[config.mk]
export PLATFORM = sky130hd
export DESIGN_NAME = simd_lane_mover
export DESIGN_NICKNAME = d
export VERILOG_FILES = /design/src/rtl/simd_lane_pkg.sv /design/src/rtl/lane_sel_decode.sv /design/src/rtl/lane_insert.sv /design/src/rtl/lane_extract.sv /design/src/rtl/lane_dup.sv /design/src/rtl/simd_lane_mover.sv
export SDC_FILE = /design/constraint.sdc
export NUM_CORES = 1
export LEC_CHECK = 0
export ABC_CLOCK_PERIOD_IN_PS = 2500
export BUFFER_PORTS_ARGS = -buffer_cell sky130_fd_sc_hd__buf_2
export CAP_MARGIN = 5
export CORE_AREA = 2 2 153 155
export DETAILED_ROUTE_END_ITERATION = 16
export DIE_AREA = 0 0 155 157
export PLACE_DENSITY = 0.57
export SKIP_CTS_REPAIR_TIMING = 1
export SLEW_MARGIN = 20
export SYNTH_ARGS = -nofsm -noshare
export SYNTH_HDL_FRONTEND = slang
export SYNTH_SLANG_ARGS = --single-unit
[constraint.sdc]
create_clock -name clk -period 2.5 [get_ports clk]
set_input_delay 0.5 -clock clk [delete_from_list [all_inputs] [get_ports clk]]
set_output_delay 0.5 -clock clk [all_outputs]
set_load 0.02 [all_outputs]
[src/rtl/simd_lane_pkg.sv]
// Shared constants and types for the lane mover.
// Assumes a 32-bit scalar, a 64-bit lane register and a 128-bit wide result.
package simd_lane_pkg;
    localparam int SCL_W  = 32;
    localparam int DREG_W = 2 * SCL_W;
    localparam int QREG_W = 4 * SCL_W;
    localparam int SH_W   = $clog2(DREG_W);

    localparam logic [1:0] OP_INSERT    = 2'd0;
    localparam logic [1:0] OP_EXTRACT   = 2'd1;
    localparam logic [1:0] OP_DUP_SCAL  = 2'd2;
    localparam logic [1:0] OP_DUP_ELEM  = 2'd3;

    typedef enum logic [1:0] {
        LW_BYTE = 2'd0,
        LW_HALF = 2'd1,
        LW_WORD = 2'd2
    } lane_w_e;
endpackage

[src/rtl/lane_sel_decode.sv]
// Turns the 4-bit selector code into a lane width, a lane index and an
// illegal indication. Assumes little-endian lane numbering.
module lane_sel_decode
    import simd_lane_pkg::*;
(
    input  logic [3:0] code_i,
    output lane_w_e    width_o,
    output logic [2:0] idx_o,
    output logic       bad_o
);
    // Classify the code; word test first, then byte, then halfword.
    always_comb begin
        width_o = LW_WORD;
        idx_o   = 3'd0;
        bad_o   = 1'b0;
        if ((code_i & 4'b1011) == 4'b0000) begin
            width_o = LW_WORD;
            idx_o   = {2'b00, code_i[2]};
        end else if (code_i[3]) begin
            width_o = LW_BYTE;
            idx_o   = code_i[2:0];
        end else if (code_i[0]) begin
            width_o = LW_HALF;
            idx_o   = {1'b0, code_i[2:1]};
        end else begin
            bad_o   = 1'b1;
        end
    end
endmodule

[src/rtl/lane_insert.sv]
// Writes the low bits of the scalar into one lane of a 64-bit value and
// keeps every other bit. Assumes width/index come from lane_sel_decode.
module lane_insert
    import simd_lane_pkg::*;
(
    input  logic [DREG_W-1:0] vec_i,
    input  logic [SCL_W-1:0]  scalar_i,
    input  lane_w_e           width_i,
    input  logic [2:0]        idx_i,
    output logic [DREG_W-1:0] vec_o
);
    logic [SH_W-1:0]   shamt;
    logic [SCL_W-1:0]  wmask;
    logic [DREG_W-1:0] lane_mask;
    logic [DREG_W-1:0] lane_data;

    // Lane mask and bit offset from width and index.
    always_comb begin
        unique case (width_i)
            LW_BYTE: begin wmask = 32'h0000_00FF; shamt = {idx_i, 3'b000}; end
            LW_HALF: begin wmask = 32'h0000_FFFF; shamt = {idx_i[1:0], 4'b0000}; end
            default: begin wmask = 32'hFFFF_FFFF; shamt = {idx_i[0], 5'b00000}; end
        endcase
    end

    // Merge the shifted scalar into the cleared lane.
    always_comb begin
        lane_mask = {{SCL_W{1'b0}}, wmask} << shamt;
        lane_data = {{SCL_W{1'b0}}, scalar_i & wmask} << shamt;
        vec_o     = (vec_i & ~lane_mask) | lane_data;
    end
endmodule

[src/rtl/lane_extract.sv]
// Reads one lane of a 64-bit value into 32 bits, with sign or zero fill
// for narrow lanes. Assumes width/index come from lane_sel_decode.
module lane_extract
    import simd_lane_pkg::*;
(
    input  logic [DREG_W-1:0] vec_i,
    input  lane_w_e           width_i,
    input  logic [2:0]        idx_i,
    input  logic              unsigned_i,
    output logic [SCL_W-1:0]  val_o
);
    logic [SH_W-1:0]   shamt;
    logic [DREG_W-1:0] shifted;
    logic              fill;

    // Align the addressed lane to bit 0 and extend it.
    always_comb begin
        unique case (width_i)
            LW_BYTE: shamt = {idx_i, 3'b000};
            LW_HALF: shamt = {idx_i[1:0], 4'b0000};
            default: shamt = {idx_i[0], 5'b00000};
        endcase
        shifted = vec_i >> shamt;
        fill    = 1'b0;
        unique case (width_i)
            LW_BYTE: begin
                fill  = ~unsigned_i & shifted[7];
                val_o = {{24{fill}}, shifted[7:0]};
            end
            LW_HALF: begin
                fill  = ~unsigned_i & shifted[15];
                val_o = {{16{fill}}, shifted[15:0]};
            end
            default: val_o = shifted[SCL_W-1:0];
        endcase
    end
endmodule

[src/rtl/lane_dup.sv]
// Builds a 128-bit value with one scalar repeated in every lane, either
// from the scalar (8/16/32-bit lanes) or from a 32-bit element of vec_i.
module lane_dup
    import simd_lane_pkg::*;
(
    input  logic [SCL_W-1:0]  scalar_i,
    input  logic [DREG_W-1:0] vec_i,
    input  logic              from_elem_i,
    input  logic              word_sel_i,
    input  logic              size_half_i,
    input  logic              size_byte_i,
    output logic [QREG_W-1:0] dup_o
);
    localparam int NWORD = QREG_W / SCL_W;
    logic [SCL_W-1:0] pattern;

    // Form one 32-bit repeat unit by the size priority half, byte, word.
    always_comb begin
        if (from_elem_i)
            pattern = word_sel_i ? vec_i[DREG_W-1:SCL_W] : vec_i[SCL_W-1:0];
        else if (size_half_i)
            pattern = {2{scalar_i[15:0]}};
        else if (size_byte_i)
            pattern = {4{scalar_i[7:0]}};
        else
            pattern = scalar_i;
    end

    for (genvar w = 0; w < NWORD; w++) begin : g_word
        assign dup_o[w*SCL_W +: SCL_W] = pattern;
    end
endmodule

[src/rtl/simd_lane_mover.sv]
// Top of the lane mover: decodes the selector, runs insert, extract and
// duplicate in parallel, picks by op_i and optionally registers the result.
// Assumes inputs are stable around the capturing edge when REG_OUT=1.
module simd_lane_mover
    import simd_lane_pkg::*;
#(
    parameter bit REG_OUT = 1'b1
) (
    input  logic              clk,
    input  logic              rst_n,
    input  logic [1:0]        op_i,
    input  logic [1:0]        sel_hi_i,
    input  logic [1:0]        sel_lo_i,
    input  logic              word_sel_i,
    input  logic              unsigned_i,
    input  logic [SCL_W-1:0]  scalar_i,
    input  logic [DREG_W-1:0] vec_i,
    output logic [QREG_W-1:0] result_o,
    output logic              illegal_o
);
    lane_w_e           lane_w;
    logic [2:0]        lane_idx;
    logic              code_bad;
    logic [DREG_W-1:0] ins_val;
    logic [SCL_W-1:0]  ext_val;
    logic [QREG_W-1:0] dup_val;
    logic [QREG_W-1:0] nxt_result;
    logic              nxt_illegal;

    lane_sel_decode u_dec (
        .code_i  ({sel_hi_i, sel_lo_i}),
        .width_o (lane_w),
        .idx_o   (lane_idx),
        .bad_o   (code_bad)
    );

    lane_insert u_ins (
        .vec_i    (vec_i),
        .scalar_i (scalar_i),
        .width_i  (lane_w),
        .idx_i    (lane_idx),
        .vec_o    (ins_val)
    );

    lane_extract u_ext (
        .vec_i      (vec_i),
        .width_i    (lane_w),
        .idx_i      (lane_idx),
        .unsigned_i (unsigned_i),
        .val_o      (ext_val)
    );

    lane_dup u_dup (
        .scalar_i    (scalar_i),
        .vec_i       (vec_i),
        .from_elem_i (op_i == OP_DUP_ELEM),
        .word_sel_i  (word_sel_i),
        .size_half_i (sel_lo_i[0]),
        .size_byte_i (sel_hi_i[1]),
        .dup_o       (dup_val)
    );

    // Select the operation result; a bad code zeroes insert/extract output.
    always_comb begin
        nxt_illegal = 1'b0;
        unique case (op_i)
            OP_INSERT: begin
                nxt_illegal = code_bad;
                nxt_result  = code_bad ? '0 : {{DREG_W{1'b0}}, ins_val};
            end
            OP_EXTRACT: begin
                nxt_illegal = code_bad;
                nxt_result  = code_bad ? '0 : {{(QREG_W-SCL_W){1'b0}}, ext_val};
            end
            default: nxt_result = dup_val;
        endcase
    end

    if (REG_OUT) begin : g_reg
        // Capture the result on each edge; clear under reset.
        always_ff @(posedge clk) begin
            if (!rst_n) begin
                result_o  <= '0;
                illegal_o <= 1'b0;
            end else begin
                result_o  <= nxt_result;
                illegal_o <= nxt_illegal;
            end
        end

        p_illegal_zero_r7: assert property (@(posedge clk) disable iff (!rst_n)
            illegal_o |-> (result_o == '0));

        p_illegal_code_r7: assert property (@(posedge clk) disable iff (!rst_n)
            ($past(rst_n) && !$past(op_i[1]) && ($past(sel_lo_i) == 2'b10)
             && !$past(sel_hi_i[1])) |-> illegal_o);

        p_ins_upper_r2: assert property (@(posedge clk) disable iff (!rst_n)
            ($past(rst_n) && ($past(op_i) == OP_INSERT)) |-> (result_o[QREG_W-1:DREG_W] == '0));

        p_ext_upper_r5: assert property (@(posedge clk) disable iff (!rst_n)
            ($past(rst_n) && ($past(op_i) == OP_EXTRACT)) |-> (result_o[QREG_W-1:SCL_W] == '0));

        p_dup_byte_r8: assert property (@(posedge clk) disable iff (!rst_n)
            ($past(rst_n) && ($past(op_i) == OP_DUP_SCAL) && !$past(sel_lo_i[0])
             && $past(sel_hi_i[1]))
            |-> ((result_o[7:0] == $past(scalar_i[7:0]))
                 && (result_o[QREG_W-1:QREG_W-8] == $past(scalar_i[7:0]))));

        p_dup_elem_r9: assert property (@(posedge clk) disable iff (!rst_n)
            ($past(rst_n) && ($past(op_i) == OP_DUP_ELEM))
            |-> (!illegal_o && (result_o[31:0] == result_o[63:32])
                 && (result_o[31:0] == result_o[127:96])));
    end else begin : g_comb
        assign result_o  = nxt_result;
        assign illegal_o = nxt_illegal;
    end
endmodule

Word-level counts from Yosys, hierarchy flattened
Index checks and enable logic that the tools add are counted.
{ "totals": {"register_bits": 129, "input_bits": 106, "wordCells": 39} }
{ "op_classes": {"eq_ne": 3, "shifts": 3, "n_mux": 19, "bitwise": 7, "reduce_logical": 5} }
{ "op_table": {"columns": ["cell", "count"], "rows": [
  ["$pmux 128 s2", 1],
  ["$mux 32", 5],
  ["$pmux 32 s2", 2],
  ["$shl 32x6->64", 2],
  ["$and 64x64->64", 1],
  ["$mux 64", 1],
  ["$not 64->64", 1],
  ["$or 64x64->64", 1],
  ["$shr 64x6->32", 1],
  ["$and 32x32->32", 1],
  ["$pmux 6 s2", 1],
  ["$mux 2", 4],
  ["$mux 3", 2],
  ["$eq 2x1->1 const B", 2],
  ["$logic_not 2->1", 2],
  ["$logic_not 4->1", 1],
  ["$mux 1", 3],
  ["$and 1x1->1", 2],
  ["$eq 2x2->1 const B", 1],
  ["$reduce_and 2->1", 1],
  ["$reduce_or 2->1", 1],
  ["$not 1->1", 1]
]} }

Logic depth before layout (Yosys ltp)
Gate-level depths: netlist of the first run.
{ "logic_depth": {"ltp_word": 11, "mapped_depth": 10, "depth_no_buf": 6} }

Modules after synthesis
From an unflattened synthesis of the first run, not the netlist that was laid out.
{ "hier_totals": {"cells_unflattened": 990, "hier_area_um2": 9032.4} }
{ "by_module_without_submodules": {"columns": ["module", "instances", "cells_per_inst", "area_per_inst_um2", "seq_area_each_um2"], "rows": [
  ["simd_lane_mover", 1, 333, 4289.1, 2582.5],
  ["lane_dup", 1, 231, 1818.0, 0.0],
  ["lane_extract", 1, 210, 1475.2, 0.0],
  ["lane_insert", 1, 208, 1395.1, 0.0],
  ["lane_sel_decode", 1, 8, 55.1, 0.0]
]} }

Worst setup path before layout of the first run
No wires, ideal clock.
{ "synth_timing": {"kind": "input to register", "from": "input sel_hi_i[0]", "to": "register result_o[6]", "setup_time_ns": 0.083, "t_arrival_ns": 2.108, "required_time_ns": 2.417, "path_slack_ns": 0.309, "stages": 6, "path_buffers": 2, "cell_sequence": "buf_2 clkinv_1 nor2_2 buf_2 mux4_2 o221ai_1"} }
{ "synth_between": {"elab_chain_len": 10, "elab_cells_between_ends": 14, "cone_classes": "shift: 3; mux: 8; bitwise: 3"} }
{ "synth_lines": {"columns": ["item", "line_no", "text"], "rows": [
  ["from (decl)", "simd_lane_mover.sv:12", "input logic [1:0] sel_hi_i,"],
  ["$mux 2", "lane_sel_decode.sv:22", "end else if (code_i[0]) begin"],
  ["$mux 3", "lane_sel_decode.sv:19", "end else if (code_i[3]) begin"],
  ["$mux 3 (*)", "lane_sel_decode.sv:16", "if ((code_i & 4'b1011) == 4'b0000) begin"],
  ["$pmux 6 s2 (*)", "lane_insert.sv:19, lane_extract.sv:18", null],
  ["$shl 32x6->64", "lane_insert.sv:28", "lane_mask = {{SCL_W{1'b0}}, wmask} << shamt;"],
  ["$not 64->64", "lane_insert.sv:30", "vec_o = (vec_i & ~lane_mask) | lane_data;"],
  ["$and 64x64->64", "lane_insert.sv:30", null],
  ["$or 64x64->64", "lane_insert.sv:30", null],
  ["$mux 64", "simd_lane_mover.sv:69", "nxt_result = code_bad ? '0 : {{DREG_W{1'b0}}, ins_val};"],
  ["$pmux 128 s2 (*)", "simd_lane_mover.sv:66", "unique case (op_i)"],
  ["to (signal assigned)", "simd_lane_mover.sv:86", "result_o <= nxt_result;"],
  ["to (decl)", "simd_lane_mover.sv:18", "output logic [QREG_W-1:0] result_o,"]
]} }
Mark *: on every way between the ends. The rest lies on a longest branch, timed or not.
A chain may end at the register's enable or synchronous reset.

Worst setup path after layout of the first run
{ "layout_timing": {"from": "input sel_lo_i[1]", "to": "register result_o[1]"} }
{ "layout_between": {"elab_chain_len": 10, "elab_cells_between_ends": 21, "cone_classes": "eq/ne: 1; shift: 3; mux: 11; bitwise: 4; reduce/logical: 2"} }
{ "layout_lines": {"columns": ["item", "line_no", "text"], "rows": [
  ["from (decl)", "simd_lane_mover.sv:13", "input logic [1:0] sel_lo_i,"],
  ["$logic_not 4->1 / $mux 2 (equally long branches)", "lane_sel_decode.sv:16, lane_sel_decode.sv:22", null],
  ["$mux 2 / $mux 3 (equally long branches)", "lane_sel_decode.sv:16, lane_sel_decode.sv:19", null],
  ["$eq 2x1->1, or another cell as far along", "lane_insert.sv:19, lane_extract.sv:18", null],
  ["$pmux 32 s2 / $pmux 6 s2 (equally long branches)", "lane_insert.sv:19, lane_extract.sv:18", null],
  ["$shl 32x6->64", "lane_insert.sv:28", null],
  ["$not 64->64", "lane_insert.sv:30", null],
  ["$and 64x64->64", "lane_insert.sv:30", null],
  ["$or 64x64->64", "lane_insert.sv:30", null],
  ["$mux 64", "simd_lane_mover.sv:69", null],
  ["$pmux 128 s2 (*)", "simd_lane_mover.sv:66", null]
]} }
Marked as above.

==> impl_metrics.py, run 1 <==
metrics = {
    "pwr": {
        "ir_drop_mv": 0.2565,
        "power_switching_mw": 1.607,
        "leakagePower_nw": 4.203,
        "p_int_mw": 2.979,
        "pnr_total_power_mw": 4.586,
        "share_clk_of_total_power": 0.314,
        "pd_cells_mw_per_mm2": 535.7,
        "power.share.combinational": 0.315,
        "seq_power_share": 0.371,
        "power.share.switching": 0.3505,
    },
    "synth": {
        "ys_async_sr_fraction": 0,
        "syn-mean-instance-area_um2": 8.349,
        "yosys.area_share.simple": 0.1228,
        "ys_ff_latch": 97,
        "synth_largest_type_area_fraction": 0.2897,
        "ys_seq_area_frac": 0.2897,
        "synth_edf_count": 0,
        "synth.largest_area_cell": "sky130_fd_sc_hd__dfxtp_1",
        "mappedNetlistArea_mm2": 0.006704,
        "synth-main-ff-cell": "sky130_fd_sc_hd__dfxtp_1",
        "synthXorXnorAreaFrac": 0.001306,
        "mappedNetlistNets": 909,
        "synth.mux.area_fraction": 0.1928,
        "synth.top_cells.by_area": "sky130_fd_sc_hd__dfxtp_1 29%, sky130_fd_sc_hd__mux2i_1 14%, sky130_fd_sc_hd__a21oi_1 5.1%, sky130_fd_sc_hd__buf_4 4.1%, sky130_fd_sc_hd__mux4_2 4.0%",
        "syn-instance-count": 803,
        "synth_common_cells": "97 x sky130_fd_sc_hd__dfxtp_1, 92 x sky130_fd_sc_hd__mux2i_1, 71 x sky130_fd_sc_hd__nand2_1, 68 x sky130_fd_sc_hd__a21oi_1, 51 x sky130_fd_sc_hd__nor2_1",
        "synthMostInstantiatedCell": "sky130_fd_sc_hd__dfxtp_1",
        "synth_compound_area_frac": 0.2919,
        "synth_cell_type_count": 61,
        "synth.yosys.warnings": 0,
        "dominant_combinational_cell_family_by_area_after_synthesis": "compound AO/OA/AOI/OAI gates",
        "synth_adder_area_share": 0,
    },
    "floorplan": {
        "vertical_extent_of_the_die_um": 157,
        "rows": 55,
        "die-area_mm2": 0.02434,
        "die_x_um": 155,
        "core_area_mm2": 0.02250,
        "ioPinCount": 235,
        "initial_utilization": 0.2979,
    },
    "cts": {
        "clkSinkCount": 97,
        "clk_pin_slew_ns": 0.08,
        "cts_root_buffer": "sky130_fd_sc_hd__clkbuf_16",
        "clk_path_buf_depth": 2,
        "htree_num_levels": 3,
        "cts_inserted_buffers": 9,
        "cts_tree": "done",
    },
    "sta": {
        "timing.max_slew.rel_slack": 0.2904,
        "timing.final.hold_violations": 0,
        "hold_slack_ns": 0.4777,
        "setup_violations": 0,
        "final.min_clock_period_ns": 2.345,
        "post_route_clock_period_utilization": 0.9381,
        "rsz_0062_raised_after_global_routing": "no",
        "maxSlewViolCount": 0,
        "timing.fmax_mhz": 426.4,
        "tightest_slew_ns": 1.063,
    },
    "drt": {
        "final_ant_viol_nets": 0,
        "post-route-drc-count": 0,
        "wl_per_cell_um": 23.73,
        "vias": 7426,
        "firstDrtPassIters": 7,
        "routed_via_density": 5.651,
        "wl_mm": 31.18,
        "dr.first_iter.drc_count": 749,
    },
    "critical_path": {
        "path_cells": "buf_2 -> nor3b_2 -> buf_4 -> nor2_2 -> mux4_2 -> o221ai_1",
        "start_kind": "input pin",
        "critPathLaunch": "sel_lo_i[1]",
        "cp.arrival_ns": 2.62,
        "critical_path.max_stage_delay_ns": 0.79,
        "cp_max_fo": 14,
        "setup.worst_path.class": "in -> reg",
        "critPathSlowestCell": "sky130_fd_sc_hd__nor2_2",
        "crit_end_category": "flip-flop",
        "required_ns": 2.78,
    },
    "global_routing": {
        "grt_overflow_total": 0,
        "globalRouteTotalUtil": 0.2507,
        "grt_max_degree": 27,
        "wire_length_of_the_first_global_routing_pass_mm": 45.02,
        "initial_antenna_violation_count": 3,
        "grt_pass1_vias": 7034,
    },
    "cells_and_area": {
        "count_of_fill_cells_added_during_filler_insertion": 2323,
        "drive_gt1_frac": 0.3515,
        "seq_area_mm2": 0.001942,
        "syn_to_final_growth_pct": 27.68,
        "multiInputGateArea_mm2": 0.004096,
        "finish.cell_count_without_fillers": 1314,
        "final_net_count": 1129,
    },
    "job": {
        "maxCapViolations": 0,
    },
    "placed_design": {
        "place.detailed.instances": 1297,
        "dp.final_hpwl_mm": 23.57,
        "numPortBuffers": 234,
        "routabilityCongestion": 0.9266,
    },
    "worst_hold_path": {
        "worst_hold_startpoint": "vec_i[18]",
        "min_delay_path_depth": 3,
        "class_of_the_worst_hold_path": "in -> reg",
        "hold_end": "result_o[18]",
    },
    "run_status": {
        "outcome": "finished, final reports clean",
    },
}
==> worst max-delay path by stage <==
| stage | end | slack, ns | cells past startpoint |
|---|---|---|---|
| detailed placement | result_o[18] | -0.41 | 8 |
| global route | result_o[28] | 0.04 | 9 |
| CTS | result_o[18] | -0.03 | 8 |
| global placement | result_o[19] | -0.34 | 8 |
| finish | result_o[1] | 0.15 | 6 |
| floorplan | result_o[6] | 0.31 | 6 |
==> power groups by stage <==
stage,clock network [mW],logic (mW),registers (mW)
floorplan,0,0.716,1.87
global route,1.53,1.53,1.71
global placement,0,1.41,1.74
detailed placement,0,1.42,1.74
finish,1.44,1.44,1.70
CTS,1.47,1.42,1.70
==> worst max-delay path, delay by kind of cell <==
family / cells / cell delay (ns)
AOI/OAI and AO/OA: 1 / 0.19
buffers and inverters: 2 / 0.33
muxes: 1 / 0.61
and+or+nand+nor: 2 / 0.98
==> stage by stage <==
stage / instance area (um^2) / TNS, ns / utilization / worst slack, ns
floorplan: 6704 / 0 / - / 0.3094
global placement: 8259 / -5.388 / 0.3670 / -0.3401
detailed placement: 8259 / -6.846 / 0.3670 / -0.4055
CTS: 8547 / -0.05150 / 0.3798 / -0.02801
global route: 8559 / 0 / 0.3804 / 0.04122
finish: 8559 / 0 / 0.3804 / 0.1547
==> flip-flops by register name, indices dropped and copies added, names as in the netlist <==
name	cells
illegal_o	1
result_o	96
==> final cells by class <==
cell class / instances / share of cell area
diodes: 2 / 0.0005847
inverters: 22 / 0.009648
well taps: 285 / 0.04166
flip-flops and latches: 97 / 0.2269
clock inverters: 4 / 0.006432
repair buffers: 313 / 0.2090
clock buffers: 11 / 0.02719
multi-input cells: 580 / 0.4786
==> layer usage <==
layer,up-vias,track usage,routed length (um)
li1,3425,-,-
met1,3490,0.3391,13310
met2,453,0.3856,13870
met3,56,0.05644,2931
met4,2,0.1032,1046
met5,-,0,13
==> cells by family (layout without fill, tap and decap cells) <==
group                     Yosys count  after routing
xor gates and xnor gates            1              1
muxes                             113            113
buffers and inverters             126            350
DFF                                97             97
other                               0              2
and+or+nand+nor                   179            179
AOI/OAI and AO/OA                 287            287
==> layout by cell type (no fill, tap or decap), types with 3 or more instances in the layout <==
cell	count
sky130_fd_sc_hd__a211oi_1	13
sky130_fd_sc_hd__a21o_1	6
sky130_fd_sc_hd__a21oi_1	68
sky130_fd_sc_hd__a221oi_1	20
sky130_fd_sc_hd__a22oi_1	21
sky130_fd_sc_hd__a311oi_1	5
sky130_fd_sc_hd__a31oi_1	3
sky130_fd_sc_hd__and2_1	5
sky130_fd_sc_hd__and3_1	9
sky130_fd_sc_hd__buf_2	234
sky130_fd_sc_hd__buf_4	77
sky130_fd_sc_hd__clkbuf_16	9
sky130_fd_sc_hd__dfxtp_1	97
sky130_fd_sc_hd__inv_1	19
sky130_fd_sc_hd__mux2_2	9
sky130_fd_sc_hd__mux2i_1	92
sky130_fd_sc_hd__mux4_2	12
sky130_fd_sc_hd__nand2_1	71
sky130_fd_sc_hd__nand2b_1	7
sky130_fd_sc_hd__nand3_1	5
sky130_fd_sc_hd__nor2_1	51
sky130_fd_sc_hd__nor2_2	3
sky130_fd_sc_hd__nor2b_1	15
sky130_fd_sc_hd__nor3_1	3
sky130_fd_sc_hd__o2111ai_1	4
sky130_fd_sc_hd__o211ai_1	15
sky130_fd_sc_hd__o21ai_0	29
sky130_fd_sc_hd__o21ai_1	3
sky130_fd_sc_hd__o21bai_1	11
sky130_fd_sc_hd__o221ai_1	10
sky130_fd_sc_hd__o22a_1	3
sky130_fd_sc_hd__o22ai_1	34
sky130_fd_sc_hd__o2bb2ai_1	3
sky130_fd_sc_hd__o31a_1	7
sky130_fd_sc_hd__o31ai_1	13
Note: power is estimated with default switching activity, not from simulation.
==> run 2: changes to the inputs <==
--- a/config.mk
+++ b/config.mk
@@ -12,6 +12,7 @@
 export DETAILED_ROUTE_END_ITERATION = 16
 export DIE_AREA = 0 0 155 157
 export PLACE_DENSITY = 0.57
+export REMOVE_ABC_BUFFERS = 1
 export SKIP_CTS_REPAIR_TIMING = 1
 export SLEW_MARGIN = 20
 export SYNTH_ARGS = -nofsm -noshare
==> impl_metrics.py, run 2 (same netlist as run 1, synthesis figures left out) <==
metrics = {
    "pwr": {
        "ir_drop_mv": 0.3030,
        "pd_cells_mw_per_mm2": 537.0,
        "leakagePower_nw": 4.209,
    },
    "cells_and_area": {
        "layout_top_registers": "result_o: 96 flops, illegal_o: 1 flops",
        "top_register": "result_o",
        "share_of_the_core_filled_with_cells_in_the_final_layout": 0.3805,
        "mostFrequentLayoutCell": "sky130_fd_sc_hd__buf_2",
        "highest_count_cells_in_the_layout_ignoring_fill_and_taps": "234 x sky130_fd_sc_hd__buf_2, 97 x sky130_fd_sc_hd__dfxtp_1, 92 x sky130_fd_sc_hd__mux2i_1",
        "largest_register_ff_count": 96,
        "final_net_count": 1127,
        "design_area_mm2": 0.008563,
        "drive_gt1_frac": 0.3519,
        "count_of_fill_cells_added_during_filler_insertion": 2337,
        "syn_to_final_growth_pct": 27.73,
    },
    "sta": {
        "timing.fmax_mhz": 431.9,
        "tightest_slew_ns": 0.8977,
        "rsz_0062_raised_after_global_routing": "no",
        "setup_violations": 0,
        "maxSlewViolCount": 0,
        "timing.final.hold_violations": 0,
        "hold_slack_ns": 0.4669,
        "post_route_clock_period_utilization": 0.9261,
        "totalNegativeSetupSlack_ns": 0,
        "timing.max_slew.rel_slack": 0.3969,
        "final.min_clock_period_ns": 2.315,
    },
    "floorplan": {
        "die_x_um": 155,
        "rows": 55,
        "ioPinCount": 235,
        "die-area_mm2": 0.02434,
        "vertical_extent_of_the_die_um": 157,
        "initial_utilization": 0.2979,
        "core_area_mm2": 0.02250,
    },
    "critical_path": {
        "crit_end_category": "flip-flop",
        "cp_max_fo": 15,
        "critPathSlowestCell": "sky130_fd_sc_hd__a211oi_4",
        "required_ns": 2.71,
        "cp.arrival_ns": 2.52,
        "path_cells": "buf_2 -> buf_4 -> a21bo_1 -> a21oi_1 -> o22ai_1 -> a211oi_2 -> a211oi_4 -> o311ai_1",
        "start_kind": "input pin",
        "worst-path-buf-inv": 2,
        "setup.worst_path.class": "in -> reg",
        "critical_path.max_stage_delay_ns": 0.73,
        "critical_path.top_delay_family": "compound AO/OA/AOI/OAI gates",
    },
    "placed_design": {
        "place_area_mm2": 0.008244,
        "routabilityCongestion": 0.9094,
        "numPortBuffers": 234,
        "dp.final_hpwl_mm": 22.40,
    },
    "worst_hold_path": {
        "hold_end": "result_o[19]",
        "worst_hold_startpoint": "vec_i[19]",
        "min_delay_path_depth": 3,
        "class_of_the_worst_hold_path": "in -> reg",
    },
    "drt": {
        "wl_mm": 29.90,
        "wl_per_cell_um": 22.76,
        "vias": 7493,
        "final_ant_viol_nets": 0,
        "routed_via_density": 5.702,
        "firstDrtPassIters": 6,
        "post-route-drc-count": 0,
        "dr.first_iter.drc_count": 938,
    },
    "job": {
        "maxCapViolations": 0,
    },
    "cts": {
        "cts_root_buffer": "sky130_fd_sc_hd__clkbuf_16",
        "cts_inserted_buffers": 9,
        "clk_pin_slew_ns": 0.08,
        "htree_num_levels": 3,
        "cts_tree": "done",
        "clkSinkCount": 97,
        "clk_path_buf_depth": 2,
    },
    "global_routing": {
        "grt_overflow_total": 0,
        "grt_pass1_vias": 7085,
        "globalRouteTotalUtil": 0.2380,
        "wire_length_of_the_first_global_routing_pass_mm": 43.68,
        "grt_max_degree": 31,
        "initial_antenna_violation_count": 5,
    },
    "run_status": {
        "outcome": "finished, final reports clean",
    },
}
[run 2: cell count changes in the layout (fill, tap and decap cells not counted)]
cell and delta:
sky130_fd_sc_hd__buf_4 -2, sky130_fd_sc_hd__clkbuf_1 -1, sky130_fd_sc_hd__clkbuf_8 +1, sky130_fd_sc_hd__clkinv_2 +1
sky130_fd_sc_hd__clkinv_4 -1, sky130_fd_sc_hd__clkinvlp_4 -1, sky130_fd_sc_hd__diode_2 +1, sky130_fd_sc_hd__inv_6 +2
[run 2: per-stage QoR]
| stage | setup slack [ns] | std cells | total power, mW |
|---|---|---|---|
| after floorplan | -0.3689 | 699 | 2.457 |
| after global placement | -0.3683 | 1295 | 3.129 |
| after detailed placement | -0.4766 | 1295 | 3.135 |
| after CTS | -0.1207 | 1311 | 4.598 |
| after global routing | 0.05589 | 1313 | 4.791 |
| final | 0.1847 | 1314 | 4.598 |
[run 2: routing by layer]
layer	vias to the layer above	part of all wire	track usage
met4	4	0.034	0.1001
met3	79	0.10	0.06525
met2	475	0.45	0.3710
met5	-	0.0010	0
met1	3526	0.42	0.3100
li1	3409	-	-
[run 2: worst max path at each step]
stage	from	end	cells after the start
finish	sel_lo_i[0]	result_o[19]	8
global route	sel_lo_i[0]	result_o[18]	7
CTS	sel_lo_i[0]	result_o[19]	8
detailed placement	sel_lo_i[0]	result_o[19]	8
global placement	sel_lo_i[0]	result_o[18]	8
floorplan	sel_hi_i[1]	result_o[8]	6
[run 2: power by group]
| part | switching, mW | internal [mW] | total [mW] |
|---|---|---|---|
| Clock | 0.660 | 0.812 | 1.47 |
| Combinational | 0.884 | 0.542 | 1.43 |
| Sequential | 0.0408 | 1.66 | 1.70 |
[run 2: area by class of cell]
cell class                      instances  area (um^2)  share of cell area
Clock inverter                          5        61.31            0.007160
Inverter                               22        82.58            0.009643
Clock buffer                           11        242.7             0.02835
Timing Repair Buffer                  311         1774              0.2072
Multi-Input combinational cell        580         4096              0.4784
Antenna cell                            3        7.507           0.0008767
Tap cell                              285        356.6             0.04164
Sequential cell                        97         1942              0.2268
[run 2: tightest hold or removal path: cells and delay by family]
family | cells | cell delay [ns]
compound gates | 1 | 0.07
buf+inv | 1 | 0.16
simple gates | 1 | 0.06
